## src/rtl/txs_pkg.sv

```systemverilog
package txs_pkg;

    localparam int FW = 32;

    typedef enum logic {
        ST_IDLE,
        ST_SHIFT
    } txs_state_e;

    function automatic logic [5:0] wl_to_bits(input logic [2:0] code);
        logic [5:0] n;
        case (code)
            3'd0:    n = 6'd8;
            3'd1:    n = 6'd12;
            3'd2:    n = 6'd16;
            3'd4:    n = 6'd32;
            default: n = 6'd24;
        endcase
        return n;
    endfunction

endpackage

```

## src/rtl/txs_frame_ctl.sv

```systemverilog
module txs_frame_ctl
    import txs_pkg::*;
#(
    parameter int CW = 5
) (
    input  logic          clk,
    input  logic          rst_n,
    input  logic          bit_en,
    input  logic          fsync,
    input  logic [5:0]    wl_bits,
    output logic          active,
    output logic          boundary,
    output logic [CW-1:0] cnt
);

    txs_state_e state_q, state_d;
    logic       qual;
    logic       last_bit;

    assign qual     = bit_en && fsync;
    assign last_bit = ({1'b0, cnt} == (wl_bits - 6'd1));

    // state register
    always_ff @(posedge clk) begin
        if (!rst_n) state_q <= ST_IDLE;
        else        state_q <= state_d;
    end

    // next state: START, WRAP, ADVANCE, HOLD
    always_comb begin
        state_d = state_q;
        unique case (state_q)
            ST_IDLE:  if (qual) state_d = ST_SHIFT;
            ST_SHIFT: state_d = ST_SHIFT;
        endcase
    end

    // outputs
    always_comb begin
        active   = 1'b0;
        boundary = 1'b0;
        unique case (state_q)
            ST_IDLE: begin
                boundary = qual;
            end
            ST_SHIFT: begin
                active   = 1'b1;
                boundary = qual && last_bit;
            end
        endcase
    end

    always_ff @(posedge clk) begin
        if (!rst_n)        cnt <= '0;
        else if (boundary) cnt <= '0;
        else if (qual)     cnt <= cnt + 1'b1;
    end


    pause_hold_chk: assert property (@(posedge clk) disable iff (!rst_n)
        !(bit_en && fsync) |=> ($stable(cnt) && $stable(active)));


    cnt_range_chk: assert property (@(posedge clk) disable iff (!rst_n)
        active |-> ({1'b0, cnt} < wl_bits));

endmodule

```

## src/rtl/txs_lane.sv

```systemverilog
module txs_lane
    import txs_pkg::*;
#(
    parameter int DW = 24,
    parameter int CW = 5
) (
    input  logic          clk,
    input  logic          rst_n,
    input  logic          en,
    input  logic          wr,
    input  logic [DW-1:0] wdata,
    input  logic          boundary,
    input  logic          active,
    input  logic [CW-1:0] cnt,
    input  logic [5:0]    wl_bits,
    input  logic          lsb_first,
    input  logic          align,
    output logic          sdo,
    output logic          empty,
    output logic          underrun
);

    localparam int IW = CW + 1;

    logic [DW-1:0] hold_q;
    logic [DW-1:0] shreg_q;
    logic          full_q;
    logic          urun_q;
    logic [FW-1:0] frame_vec;
    logic [IW-1:0] idx;

    always_ff @(posedge clk) begin
        if (!rst_n) begin
            hold_q  <= '0;
            shreg_q <= '0;
            full_q  <= 1'b0;
            urun_q  <= 1'b0;
        end else if (!en) begin
            full_q  <= 1'b0;
            urun_q  <= 1'b0;
        end else begin
            if (boundary) begin
                if (full_q) shreg_q <= hold_q;
                else        urun_q  <= 1'b1;
                full_q <= 1'b0;
            end
            if (wr) begin
                hold_q <= wdata;
                full_q <= 1'b1;
                urun_q <= 1'b0;
            end
        end
    end

    always_comb begin
        if (align) frame_vec = {shreg_q[DW-9:0], {(FW-DW+8){1'b0}}};
        else       frame_vec = {shreg_q, {(FW-DW){1'b0}}};
    end

    always_comb begin
        if (lsb_first) idx = IW'(FW) - wl_bits + IW'(cnt);
        else           idx = IW'(FW - 1) - IW'(cnt);
    end

    assign sdo      = en && active && frame_vec[idx[CW-1:0]];
    assign empty    = !full_q;
    assign underrun = urun_q;


    disabled_state_chk: assert property (@(posedge clk) disable iff (!rst_n)
        !en |=> (empty && !underrun));


    underrun_set_chk: assert property (@(posedge clk) disable iff (!rst_n)
        (en && boundary && empty && !wr) |=> underrun);


    full_keep_chk: assert property (@(posedge clk) disable iff (!rst_n)
        (en && !empty && !boundary) |=> !empty);


    write_fill_chk: assert property (@(posedge clk) disable iff (!rst_n)
        (en && wr) |=> (!empty && !underrun));

endmodule

```

## src/rtl/tx_serializer3.sv

```systemverilog
module tx_serializer3
    import txs_pkg::*;
#(
    parameter int NCH = 3,
    parameter int DW  = 24
) (
    input  logic                    clk,
    input  logic                    rst_n,
    input  logic                    bit_en,
    input  logic                    fsync,
    input  logic [2:0]              cfg_wl,
    input  logic                    cfg_lsb_first,
    input  logic                    cfg_align,
    input  logic [NCH-1:0]          ch_en,
    input  logic [NCH-1:0]          wr_en,
    input  logic [NCH-1:0][DW-1:0]  wr_data,
    output logic [NCH-1:0]          sdo,
    output logic [NCH-1:0]          empty,
    output logic [NCH-1:0]          underrun
);

    localparam int CW = $clog2(FW);

    logic [5:0]    wl_bits;
    logic          active;
    logic          boundary;
    logic [CW-1:0] cnt;

    assign wl_bits = wl_to_bits(cfg_wl);

    txs_frame_ctl #(.CW(CW)) u_ctl (
        .clk      (clk),
        .rst_n    (rst_n),
        .bit_en   (bit_en),
        .fsync    (fsync),
        .wl_bits  (wl_bits),
        .active   (active),
        .boundary (boundary),
        .cnt      (cnt)
    );

    for (genvar g = 0; g < NCH; g++) begin : g_lane
        txs_lane #(.DW(DW), .CW(CW)) u_lane (
            .clk       (clk),
            .rst_n     (rst_n),
            .en        (ch_en[g]),
            .wr        (wr_en[g]),
            .wdata     (wr_data[g]),
            .boundary  (boundary),
            .active    (active),
            .cnt       (cnt),
            .wl_bits   (wl_bits),
            .lsb_first (cfg_lsb_first),
            .align     (cfg_align),
            .sdo       (sdo[g]),
            .empty     (empty[g]),
            .underrun  (underrun[g])
        );
    end


    disabled_low_chk: assert property (@(posedge clk) disable iff (!rst_n)
        $fell(ch_en[0]) |-> !sdo[0]);

endmodule

```

## config.mk

```make
export PLATFORM = sky130hd
export DESIGN_NAME = tx_serializer3
export DESIGN_NICKNAME = d
export VERILOG_FILES = /design/src/rtl/txs_pkg.sv /design/src/rtl/txs_frame_ctl.sv /design/src/rtl/txs_lane.sv /design/src/rtl/tx_serializer3.sv
export SDC_FILE = /design/constraint.sdc
export NUM_CORES = 1
export LEC_CHECK = 0
export ABC_CLOCK_PERIOD_IN_PS = 8000
export CAP_MARGIN = 30
export CORE_ASPECT_RATIO = 0.5
export CORE_MARGIN = 2
export CORE_UTILIZATION = 60
export DETAILED_ROUTE_END_ITERATION = 8
export DONT_BUFFER_PORTS = 1
export PLACE_DENSITY = 0.74
export SYNTH_ARGS = -nofsm -noshare
export SYNTH_HDL_FRONTEND = slang
export SYNTH_HIERARCHICAL = 1
export SYNTH_SLANG_ARGS = --single-unit
```

## constraint.sdc

```tcl
create_clock -name clk -period 8 [get_ports clk]
set_input_delay 0.8 -clock clk [delete_from_list [all_inputs] [get_ports clk]]
set_output_delay 0.8 -clock clk [all_outputs]
set_load 0.1 [all_outputs]
```

* After elaboration in Yosys (flattened, before gate mapping)
Cells that the tools add are included.
** Storage, ports and cells
- Register bits after elaboration :: 156
- Bits of input ports :: 87
** Operators by class
- Reduce and logical (&&, ||, !) cells :: 31
- Mux-type cells :: 19
- Add/subtract/negate cells :: 5
- Bitwise gates (word level) :: 8
- Eq/ne operators :: 4
- Magnitude comparators :: 1
** Operator list (number)
- $mux W32 :: 3
- $pmux W6 S4 :: 1
- $reduce_and A2 Y1 :: 9
- $bmux W1 S5 :: 3
- $mux W1 :: 9
- $reduce_and A3 Y1 :: 3
- $reduce_or A3 Y1 :: 3
- $logic_and A1 B1 Y1 :: 8
- $not A1 Y1 :: 8
- $eq A5 B6 Y1 :: 1
- $lt A5 B6 Y1 const B :: 1
- $reduce_bool A2 Y1 :: 3
- $sub A6 B1 Y6 const B :: 1
- $add A5 B1 Y5 const B :: 1
- $add A5 B5 Y5 :: 1
- $mux W5 :: 1
- $sub A1 B5 Y5 const A :: 1
- $sub A5 B5 Y5 const A :: 1
- $pmux W1 S2 :: 2
- $eq A3 B1 Y1 const B :: 1
- $eq A3 B2 Y1 const B :: 1
- $eq A3 B3 Y1 const B :: 1
- $logic_not A1 Y1 :: 3
- $logic_not A3 Y1 :: 1
- $reduce_or A2 Y1 :: 1

* Logic depth before layout (Yosys ltp)
Gate-level depths: netlist of the first run.
- Word-level depth :: 8
- Mapped depth :: 12
- Gate-level depth less buffers :: 10

* Cells and area by module
The synthesis of the first run kept the hierarchy.
** By module, submodules not included
- txs_lane at g_lane[0].u_lane ... :: instances 2, cells each 297, seq. area each 1001.0 sq um, area an instance 2536.2 sq um
- txs_lane at g_lane[2].u_lane :: instances 1, cells each 293, seq. area each 1001.0 sq um, area an instance 2511.2 sq um
- txs_frame_ctl :: instances 1, cells each 50, seq. area each 120.1 sq um, area an instance 421.7 sq um
- tx_serializer3 :: instances 1, cells each 6, seq. area each 0.0 sq um, area an instance 42.5 sq um

* Least setup slack after synthesis of the first run
Ideal clock, no wire load.
- Kind :: input-to-output
- Start point :: in cfg_wl[2]
- End point :: out sdo[2]
- Arrival time :: 4.039 ns
- Data required time :: 7.200 ns
- Slack :: 3.161 ns
- Stages :: 9
- Cell sequence :: nor3b_1 > inv_1 > ha_1 > xnor2_1 > a21oi_1 > mux4_2 > mux2i_1 > o31a_1 > nor3_2
** On the way
- Longest elaborated chain between the ends :: 8
** RTL lines
- start, declared :: line tx_serializer3.sv:11 : input logic [2:0] cfg_wl,
- $eq A3 B3 Y1, or another cell as far along :: line txs_pkg.sv:12 : case (code)
- $pmux W6 S4 * :: line txs_pkg.sv:12
- $sub A1 B5 Y5 * :: line txs_lane.sv:61 : if (lsb_first) idx = IW'(FW) - wl_bits + IW'(cnt);
- $add A5 B5 Y5 * :: line txs_lane.sv:61
- $mux W5 * :: line txs_lane.sv:61
- $bmux W1 S5 * :: line txs_lane.sv:65 : assign sdo = en && active && frame_vec[idx[CW-1:0]];
- $mux W1 (implied by the code) * :: line txs_lane.sv:65
- $logic_and A1 B1 Y1 * :: line txs_lane.sv:65
- end, declared :: line tx_serializer3.sv:17 : output logic [NCH-1:0] sdo,
Mark *: on every way between the ends. The rest lies on a longest branch, timed or not. The select of a mux whose other input is x is not followed.

* Worst setup path in the final report of the first run
- Start point :: reg u_ctl.cnt[1]
- End point :: out sdo[2]
** On the way
- Longest elaborated chain between the ends :: 5
** RTL lines
- start, declared :: line txs_frame_ctl.sv:13 : output logic [CW-1:0] cnt
- start signal, assigned :: line txs_frame_ctl.sv:56 : else if (qual) cnt <= cnt + 1'b1;
- $sub A5 B5 Y5 / $add A5 B5 Y5 (equally long branches) :: line txs_lane.sv:62, txs_lane.sv:61
- $mux W5 * :: line txs_lane.sv:61
- $bmux W1 S5 * :: line txs_lane.sv:65
- $mux W1 (implied by the code) * :: line txs_lane.sv:65
- $logic_and A1 B1 Y1 * :: line txs_lane.sv:65
Marked as above.

==> metrics, run 1 <==
run status finished, final reports clean; crit end category output pin; drc violations 0; CTS clk-pin slew, worst paths 70 ps; Ant. Diodes 0; total power 1.788 mW; top cell type by total area after synthesis dfxtp_1; # setup viols final 0; CTS H-tree depth 4; Yosys top cell area share 0.3881; Post-DP Area 0.008107 mm2; pre-CTS setup slack 3014 ps; largest cells by area after synthesis dfxtp_1 39%, nand2_1 15%, a21boi_0 14%; max-capacitance violation count 0; number of synthesized flops with an enable pin 0; CP Cell Sequence inv_1, fa_1, mux2i_1, mux2_2, a21oi_1, a311oi_1, o311ai_1, nor3_4; RSZ-0062 raised after global routing false; Post-Synth Adder-Cell Area 0.02923; Die Ht 85.90 um; clk buf depth 2; GRT overflow 0; CTS tree built; Crit path largest cell delay 840 ps; setup TNS 0 ps; slew at the pin closest to its max-slew limit 1045 ps; Nets 1026; first-pass GRT wire length 29480 um; critical path data arrival time 4230 ps; Row Count 29; Seq/Total Area, Yosys 0.3881; setup ws final 2967 ps; clock latency on the worst-skew pair 410 ps; final max-slew violation count 0; mapped cell area 0.008048 mm2; #FFs+latches synth 156; post-synthesis xor/xnor area fraction 0.01415; root buffer cell clkbuf_16; initial drt markers 407; family with the most delay on the worst path multiplexers; Clock Sinks 156; LEAKAGE 3.087 nW; Bufs and invs on worst path 1; synthesized instance count 943; hold crit path type in2reg; power per cell area 205.0 mW/mm2; Compound-Gate Fraction of Synth Area 0.2009; Netlist cell types 54; antenna-violating nets left 0; Slew HR 0.3014; Worst VDD drop 121.8 uV; Detail Placement HPWL 11940 um; WL/cell 16.02 um; Final Skew 6.631 ps; Yosys Warn Count 6; initial core utilization 0.6248; largest net degree at the start of global routing 154; drt total wl 17680 um; utilization after layout 0.6771; CP Launch Type flop; I/O pins 96; number of global-route vias before repair 6130; postcts setup bufs 0; die area 0.01441 mm2; total CTS buffers 17; DIE WIDTH 167.8 um; fin area 0.008722 mm2; Crit-path slowest cell nor3_4; Tot GR Track Use 0.2541; Simple-Gate Fraction of Synth Area 0.2174; initial antenna violation count 0; total number of vias 6396; layout cells sized above 1 0.07066; post-CTS sizing 0; core footprint 0.01288 mm2; FFs w/ async S/R, synth 0; largest family of logic cells by synthesized area simple AND/OR/NAND/NOR gates; Tcrit/Tclk final 0.6291; Max Clk Rate 198.7 MHz; final worst path period need 5033 ps; mean area per synthesized cell 8.534 um2; Vias per Instance 5.793; Post-synth top cells 317 x nand2_1, 156 x dfxtp_1, 145 x a21boi_0, 51 x clkbuf_1, 31 x inv_1; required time at the worst-slack endpoint 7200 ps; port bufs 0; DR pass1 iterations 5; RePlAce Congestion 0.9002; most frequent cell after synthesis nand2_1; portion of netlist area occupied by mux cells 0.1070; Layout area overhead 8.380%; critical-path maximum fanout 19; main flop type after synthesis dfxtp_1; Final Hold Viols 0; cts-stage hold buffer count 0; crit path kind reg2out
logic make-up after synthesis:
| family | Yosys count |
|---|---|
| buffers and inverters | 86 |
| adder cells (fa/ha/maj) | 17 |
| other | 1 |
| AO/OA/AOI/OAI | 214 |
| AND/OR/NAND/NOR | 409 |
| multiplexers | 47 |
| flip-flops | 156 |
| XOR/XNOR | 13 |
power by group:
part | total, mW | switching [mW] | internal, mW
combinational | 0.137 | 0.0779 | 0.0594
sequential | 0.809 | 0.0139 | 0.796
clock | 0.841 | 0.332 | 0.510
cells in the final DEF, fill, tap and decap left out, types with 4 or more instances in the layout:
master / Yosys / layout
nand2_1: 317 / 317
dfxtp_1: 156 / 156
a21boi_0: 145 / 145
inv_1: 31 / 31
clkbuf_16: 0 / 17
conb_1: 1 / 16
a21oi_1: 16 / 16
nor2_1: 15 / 15
mux2i_1: 14 / 14
ha_1: 14 / 14
mux4_2: 12 / 12
mux4_1: 12 / 12
nand3_1: 11 / 11
nand2b_1: 10 / 10
nor2b_1: 9 / 9
xnor2_1: 8 / 8
nor3_1: 8 / 8
a31oi_1: 7 / 7
nor3b_1: 6 / 6
nand4_1: 6 / 6
o22ai_1: 6 / 6
mux2_2: 6 / 6
xor2_1: 5 / 5
o2111ai_1: 5 / 5
or4_1: 5 / 5
clkinv_4: 0 / 4
a311oi_1: 4 / 4
and2_1: 4 / 4
o21ai_0: 4 / 4
worst reg2reg max path, stage by stage, from the launching register on:
cell and delay, ps:
dfxtp_1 800, xnor2_1 160, nor3_1 210, o2111a_2 310, o21a_1 540, and3_1 850, nand2_1 170, a21boi_0 210
final timing paths:
path / from / to / slack (ps) / cells past startpoint
max: u_ctl/cnt[1]$_SDFFE_PP0P_ / sdo[2] / 2970 / 8
max reg2reg: u_ctl/cnt[1]$_SDFFE_PP0P_ / g_lane[1].u_lane/shreg_q[12]$_SDFFE_PN0P_ / 4660 / 7
min: wr_en[0] / g_lane[0].u_lane/underrun$_SDFFE_PP0P_ / 450 / 1
min reg2reg: g_lane[0].u_lane/hold_q[0]$_SDFFE_PN0P_ / g_lane[0].u_lane/hold_q[0]$_SDFFE_PN0P_ / 460 / 2
area by class of cell:
type	count	area, um2
multi-input combinational	716	4654
fill	1060	4159
clock inverter	12	162.7
clock buffer	19	452.9
tap	170	212.7
sequential	156	3123
inverter	31	116.4
routing by layer:
layer,vias up,GRT usage,wire length (um)
met5,-,0,0
met4,0,0.08379,225
met3,17,0.05676,799
met2,163,0.4294,8257
met1,3027,0.3283,8399
li1,3189,-,-
state kept, by name (all words and copies together), names as in the netlist:
name and count:
g_lane.u_lane/hold_q 72, u_ctl/state_q 1, u_ctl/cnt 5, g_lane.u_lane/shreg_q 72
g_lane.u_lane/underrun 3, g_lane.u_lane/full_q 3
through the flow:
stage          hold WS [ps]  std cells
4_1_cts               441.2       1104
5_1_grt               436.0       1104
3_5_place_dp          455.9       1073
6_report              452.2       1104
2_1_floorplan         440.0        958
3_3_place_gp          450.9       1073
Power figures use the tool's default switching activity.
==> run 2: changes to the inputs <==
--- a/config.mk
+++ b/config.mk
@@ -5,7 +5,7 @@
 export SDC_FILE = /design/constraint.sdc
 export NUM_CORES = 1
 export LEC_CHECK = 0
-export ABC_CLOCK_PERIOD_IN_PS = 8000
+export ABC_CLOCK_PERIOD_IN_PS = 5100
 export CAP_MARGIN = 30
 export CORE_ASPECT_RATIO = 0.5
 export CORE_MARGIN = 2
==> constraint.sdc (replaced) <==
create_clock -name clk -period 5.1 [get_ports clk]
set_input_delay 0.51 -clock clk [delete_from_list [all_inputs] [get_ports clk]]
set_output_delay 0.51 -clock clk [all_outputs]
set_load 0.1 [all_outputs]
==> metrics, run 2 (synthesis results as in run 1) <==
DR pass1 iterations 6 (+1); Die Ht 85.90 um (unchanged); Clk pwr share 0.487 (+0.016); sw power 0.7029 mW (+66%); port bufs 0 (unchanged); Int Power 2.193 mW (+61%); Row Count 29 (unchanged); CTS tree built; run status finished, final reports clean; drt total wl 17680 um (about the same); initial core utilization 0.6248 (unchanged); I/O pins 96 (unchanged); root buffer cell clkbuf_16; CTS clk-pin slew, worst paths 70 ps (about the same); CTS H-tree depth 4 (unchanged); Worst VDD drop 187.3 uV (+54%); setup TNS 0 ps (unchanged); crit path kind reg2out; first-pass GRT wire length 29400 um (-0.28%); Clock Sinks 156 (unchanged); Nets 1030 (+0.39%); final worst path period need 4422 ps; Ant. Diodes 0 (unchanged); required time at the worst-slack endpoint 4590 ps (-2610 ps); Layout area overhead 9.126%; most common cell after layout, fill and taps aside nand2_1; Crit path largest cell delay 800 ps (-40 ps); setup ws final 678.3 ps (-2289 ps); CP Cell Sequence inv_1, fa_1, mux2i_1, mux2_2, a21oi_1, a311oi_1, o311ai_1, nor3_4, buf_4; post-CTS sizing 0 (unchanged); Max Clk Rate 226.2 MHz; largest net degree at the start of global routing 154 (unchanged); Bufs and invs on worst path 2 (+1); Combinational Power Share 0.075 (-0.002); pre-CTS setup slack 1193 ps (-1822 ps); Sequential Power Share 0.438 (-0.015); postcts setup bufs 0 (unchanged); total CTS buffers 17 (unchanged); final max-slew violation count 0 (unchanged); LEAKAGE 3.132 nW (+1.4%); Tot GR Track Use 0.2533 (-0.0007666); cts-stage hold buffer count 0 (unchanged); antenna-violating nets left 0 (unchanged); Slew HR 0.3242 (+0.02283); fill count 1092 (+3.0%); initial antenna violation count 0 (unchanged); die area 0.01441 mm2 (unchanged); GRT overflow 0 (unchanged); clk buf depth 2 (unchanged); layout cells sized above 1 0.07455 (+0.003884); Post-DP Area 0.008137 mm2 (+0.37%); Tcrit/Tclk final 0.8670; fin area 0.008782 mm2 (+0.69%); family with the most delay on the worst path multiplexers; RePlAce Congestion 0.8284 (-8.0%); Detail Placement HPWL 11760 um (-1.5%); Crit-path slowest cell dfxtp_1; Vias per Instance 5.771 (-0.39%); most frequent cells in the layout 317 x nand2_1, 156 x dfxtp_1, 145 x a21boi_0; Final Hold Viols 0 (unchanged); slew at the pin closest to its max-slew limit 1012 ps (-32.23 ps); core footprint 0.01288 mm2 (unchanged); max-capacitance violation count 0 (unchanged); # setup viols final 0 (unchanged); Final Skew 15.21 ps (+8.575 ps); hold crit path type in2reg; DIE WIDTH 167.8 um (unchanged); number of global-route vias before repair 6076 (-0.88%); RSZ-0062 raised after global routing false; drc violations 0 (unchanged); clock latency on the worst-skew pair 430 ps (+20 ps); WL/cell 15.94 um (-0.46%); Largest regs g_lane.u_lane/hold_q: 72 flops, g_lane.u_lane/shreg_q: 72 flops, u_ctl/cnt: 5 flops; Net Sw Frac 0.2427 (+0.005819); initial drt markers 466 (+14%); critical path data arrival time 3910 ps (-320 ps); power per cell area 329.8 mW/mm2 (+61%); CP Launch Type flop; total number of vias 6400 (+0.063%); critical-path maximum fanout 19 (unchanged); crit end category output pin
## run 2: cell types whose count changed in the layout (fill, tap and decap cells not counted)
| cell | before | now |
|---|---|---|
| clkinvlp_4 | 2 | 0 |
| inv_8 | 0 | 3 |
| inv_6 | 2 | 5 |
| bufinv_16 | 3 | 4 |
| clkinv_4 | 4 | 0 |
| clkbuf_1 | 0 | 1 |
| buf_4 | 0 | 4 |
| clkbuf_8 | 2 | 1 |
## run 2: final cells by class
type	instances	area, um2	share of cell area
sequential	156	3123	0.3556
clock inverter	13	202.7	0.02308
multi-input combinational	716	4654	0.5300
timing repair buffer	4	30.03	0.003419
tap	170	212.7	0.02422
clock buffer	19	442.9	0.05043
inverter	31	116.4	0.01325
## run 2: worst paths after layout
path | start | endpoint | slack (ps) | cells past startpoint
setup / recovery | u_ctl/cnt[1]$_SDFFE_PP0P_ | sdo[0] | 680 | 9
hold / removal | wr_en[1] | g_lane[1].u_lane/underrun$_SDFFE_PP0P_ | 160 | 1
setup reg to reg | u_ctl/cnt[1]$_SDFFE_PP0P_ | g_lane[2].u_lane/shreg_q[12]$_SDFFE_PN0P_ | 1800 | 7
hold reg to reg | g_lane[1].u_lane/hold_q[3]$_SDFFE_PN0P_ | g_lane[1].u_lane/shreg_q[3]$_SDFFE_PN0P_ | 460 | 2
## run 2: power by group through the flow
stage | clock, mW | sequential, mW | combinational (mW)
final | 1.41 | 1.27 | 0.218
after global routing | 1.49 | 1.27 | 0.241
after CTS | 1.43 | 1.27 | 0.216
after detailed placement | 0 | 1.30 | 0.215
after global placement | 0 | 1.30 | 0.207
after floorplan | 0 | 1.29 | 0.204
## run 2: per-layer routing
metal	vias up	wire (um)	GRT usage
li1	3196	-	-
met1	3021	8354	0.3320
met2	172	8378	0.4403
met3	11	837	0.04892
met4	0	110	0.05850
met5	-	0	0
## run 2: through the flow
step                utilization  hold slack (ps)  total power [mW]  cells
floorplan                     -            440.0             1.494    958
global placement         0.6317            451.5             1.503   1077
detailed placement       0.6317            457.1             1.511   1077
CTS                      0.6818            149.2             2.910   1109
global route             0.6818            140.5             2.998   1109
finish                   0.6818            160.9             2.896   1109
==> run 3: changes to the inputs <==
--- a/config.mk
+++ b/config.mk
@@ -5,11 +5,11 @@
 export SDC_FILE = /design/constraint.sdc
 export NUM_CORES = 1
 export LEC_CHECK = 0
-export ABC_CLOCK_PERIOD_IN_PS = 5100
+export ABC_CLOCK_PERIOD_IN_PS = 3600
 export CAP_MARGIN = 30
 export CORE_ASPECT_RATIO = 0.5
 export CORE_MARGIN = 2
-export CORE_UTILIZATION = 60
+export CORE_UTILIZATION = 58
 export DETAILED_ROUTE_END_ITERATION = 8
 export DONT_BUFFER_PORTS = 1
 export PLACE_DENSITY = 0.74
==> constraint.sdc (replaced) <==
create_clock -name clk -period 3.6 [get_ports clk]
set_input_delay 0.36 -clock clk [delete_from_list [all_inputs] [get_ports clk]]
set_output_delay 0.36 -clock clk [all_outputs]
set_load 0.1 [all_outputs]
==> metrics, run 3 (synthesis results as in run 1) <==
run status finished, final reports clean; Final Hold Viols 0 (unchanged); dpl cells 1111 (+3.2%); power per cell area 453.7 mW/mm2 (+38%); total CTS buffers 17 (unchanged); Tcrit/Tclk final 0.9770; initial core utilization 0.5939 (-0.03086); GRT overflow 0 (unchanged); Slew HR 0.3541 (+0.02986); total number of vias 6511 (+1.7%); LEAKAGE 3.226 nW (+3.0%); Die Ht 87.30 um (+1.6%); WHS 60.58 ps (-100.3 ps); CP Launch Type flop; critical path data arrival time 3160 ps (-750 ps); Tot GR Track Use 0.2500 (-0.003293); clk buf depth 2 (unchanged); Row Count 30 (+3.4%); most frequent cells in the layout 317 x nand2_1, 153 x dfxtp_1, 145 x a21boi_0; Clock Sinks 156 (unchanged); root buffer cell clkbuf_16; DIE WIDTH 170.6 um (+1.7%); Nets 1050 (+1.9%); number of global-route vias before repair 6227 (+2.5%); port bufs 0 (unchanged); crit path kind reg2out; antenna-violating nets left 0 (unchanged); RePlAce Congestion 0.9006 (+8.7%); RR Startpoint u_ctl/cnt[3]$_SDFFE_PP0P_; final max-slew violation count 0 (unchanged); final worst path period need 3517 ps; Final Skew 10.63 ps (-4.580 ps); utilization after layout 0.6676 (-0.01420); slew at the pin closest to its max-slew limit 967.6 ps (-44.73 ps); layout cells sized above 1 0.1001 (+0.02556); CTS H-tree depth 4 (unchanged); drt total wl 18100 um (+2.4%); R2R setup slack 1070 ps (-730 ps); # setup viols final 0 (unchanged); initial antenna violation count 0 (unchanged); Largest regs g_lane.u_lane/hold_q: 72 flops, g_lane.u_lane/shreg_q: 72 flops, u_ctl/cnt: 5 flops; required time at the worst-slack endpoint 3240 ps (-1350 ps); Vias per Instance 5.657 (-2.0%); clock latency on the worst-skew pair 420 ps (about the same); CTS clk-pin slew, worst paths 60 ps (about the same); critical-path maximum fanout 13 (-6); CTS tree built; Reg area 0.003127 mm2 (+0.12%); fill count 1154 (+5.7%); initial drt markers 466 (unchanged); WL/cell 15.72 um (-1.4%); first-pass GRT wire length 29480 um (+0.26%); crit end category output pin; Detail Placement HPWL 12320 um (+4.8%); Ant. Diodes 0 (unchanged); max-capacitance violation count 0 (unchanged); core footprint 0.01355 mm2 (+5.2%); hold_sp wr_en[0]; fin area 0.009046 mm2 (+3.0%); Layout area overhead 12.41%; drc violations 0 (unchanged); Worst VDD drop 343.2 uV (+83%); multi-input logic area 0.004692 mm2 (+0.81%); CP Launch Point u_ctl/cnt[1]$_SDFFE_PP0P_; die area 0.01489 mm2 (+3.3%); I/O pins 96 (unchanged); Post-DP Area 0.008292 mm2 (+1.9%); Max Clk Rate 284.3 MHz; most common cell after layout, fill and taps aside nand2_1; largest net degree at the start of global routing 154 (unchanged); DR pass1 iterations 5 (-1); hold crit path type in2reg; fin cells 1151 (+3.8%)
[run 3: changes by cell type in the layout (fill, tap and decap cells not counted), moves of 3 or more]
cell / delta
clkinvlp_4: +3
dlygate4sd3_1: +3
dfxtp_1: -3
buf_4: +14
buf_12: +3
dfxtp_2: +3
[run 3: final timing paths]
path | endpoint | cells after the start
max | sdo[2] | 9
min | g_lane[0].u_lane/full_q$_SDFFE_PN0P_ | 2
max reg2reg | g_lane[1].u_lane/shreg_q[7]$_SDFFE_PN0P_ | 10
min reg2reg | g_lane[2].u_lane/shreg_q[16]$_SDFFE_PN0P_ | 2
[run 3: worst max-delay path, cell delays in order, from the launching register on]
cell and delay, ps:
dfxtp_2 500, inv_1 100, fa_1 550, mux2i_4 290, mux2_2 370, a21oi_1 140
a311oi_1 120, o311ai_1 400, nor3_4 80, buf_12 180
[run 3: metrics by stage]
step / setup TNS [ps] / power (mW) / worst slack [ps]
after global placement: 0 / 2.138 / 432.3
after detailed placement: 0 / 2.152 / 269.4
after global routing: -34.14 / 4.254 / -34.14
after floorplan: 0 / 2.120 / 29.94
final: 0 / 4.104 / 82.72
after CTS: 0 / 4.115 / 45.52
[run 3: report_power, final]
part	switching (mW)	internal, mW	leakage [nW]	total, mW
clock network	0.775	1.20	0.306	1.97
logic	0.183	0.152	1.65	0.335
registers	0.0299	1.77	1.27	1.80
total	0.987	3.12	3.23	4.10
[run 3: area by class of cell]
class	count	area share
clock buffers	18	0.04855
repair buffers	24	0.02490
multi-input cells	716	0.5187
flip-flops and latches	156	0.3456
clock inverters	14	0.02282
well taps	192	0.02656
inverters	31	0.01286
[run 3: layer usage]
metal | wire length [um] | global-route usage | vias to the layer above | part of all wire
met5 | 0 | 0 | - | 0
met1 | 8127 | 0.3103 | 3053 | 0.45
met4 | 306 | 0.08314 | 0 | 0.017
met2 | 8661 | 0.4358 | 189 | 0.48
met3 | 1004 | 0.05634 | 33 | 0.055
li1 | - | - | 3236 | -
[run 3: timing repair]
action / in CTS / in global routing
endpoints found under the hold margin: 2 / 1
hold buffers: 2 / 1
resized for setup: 4 / 5
setup buffers: 0 / 5
setup endpoints to repair: 3 / 3
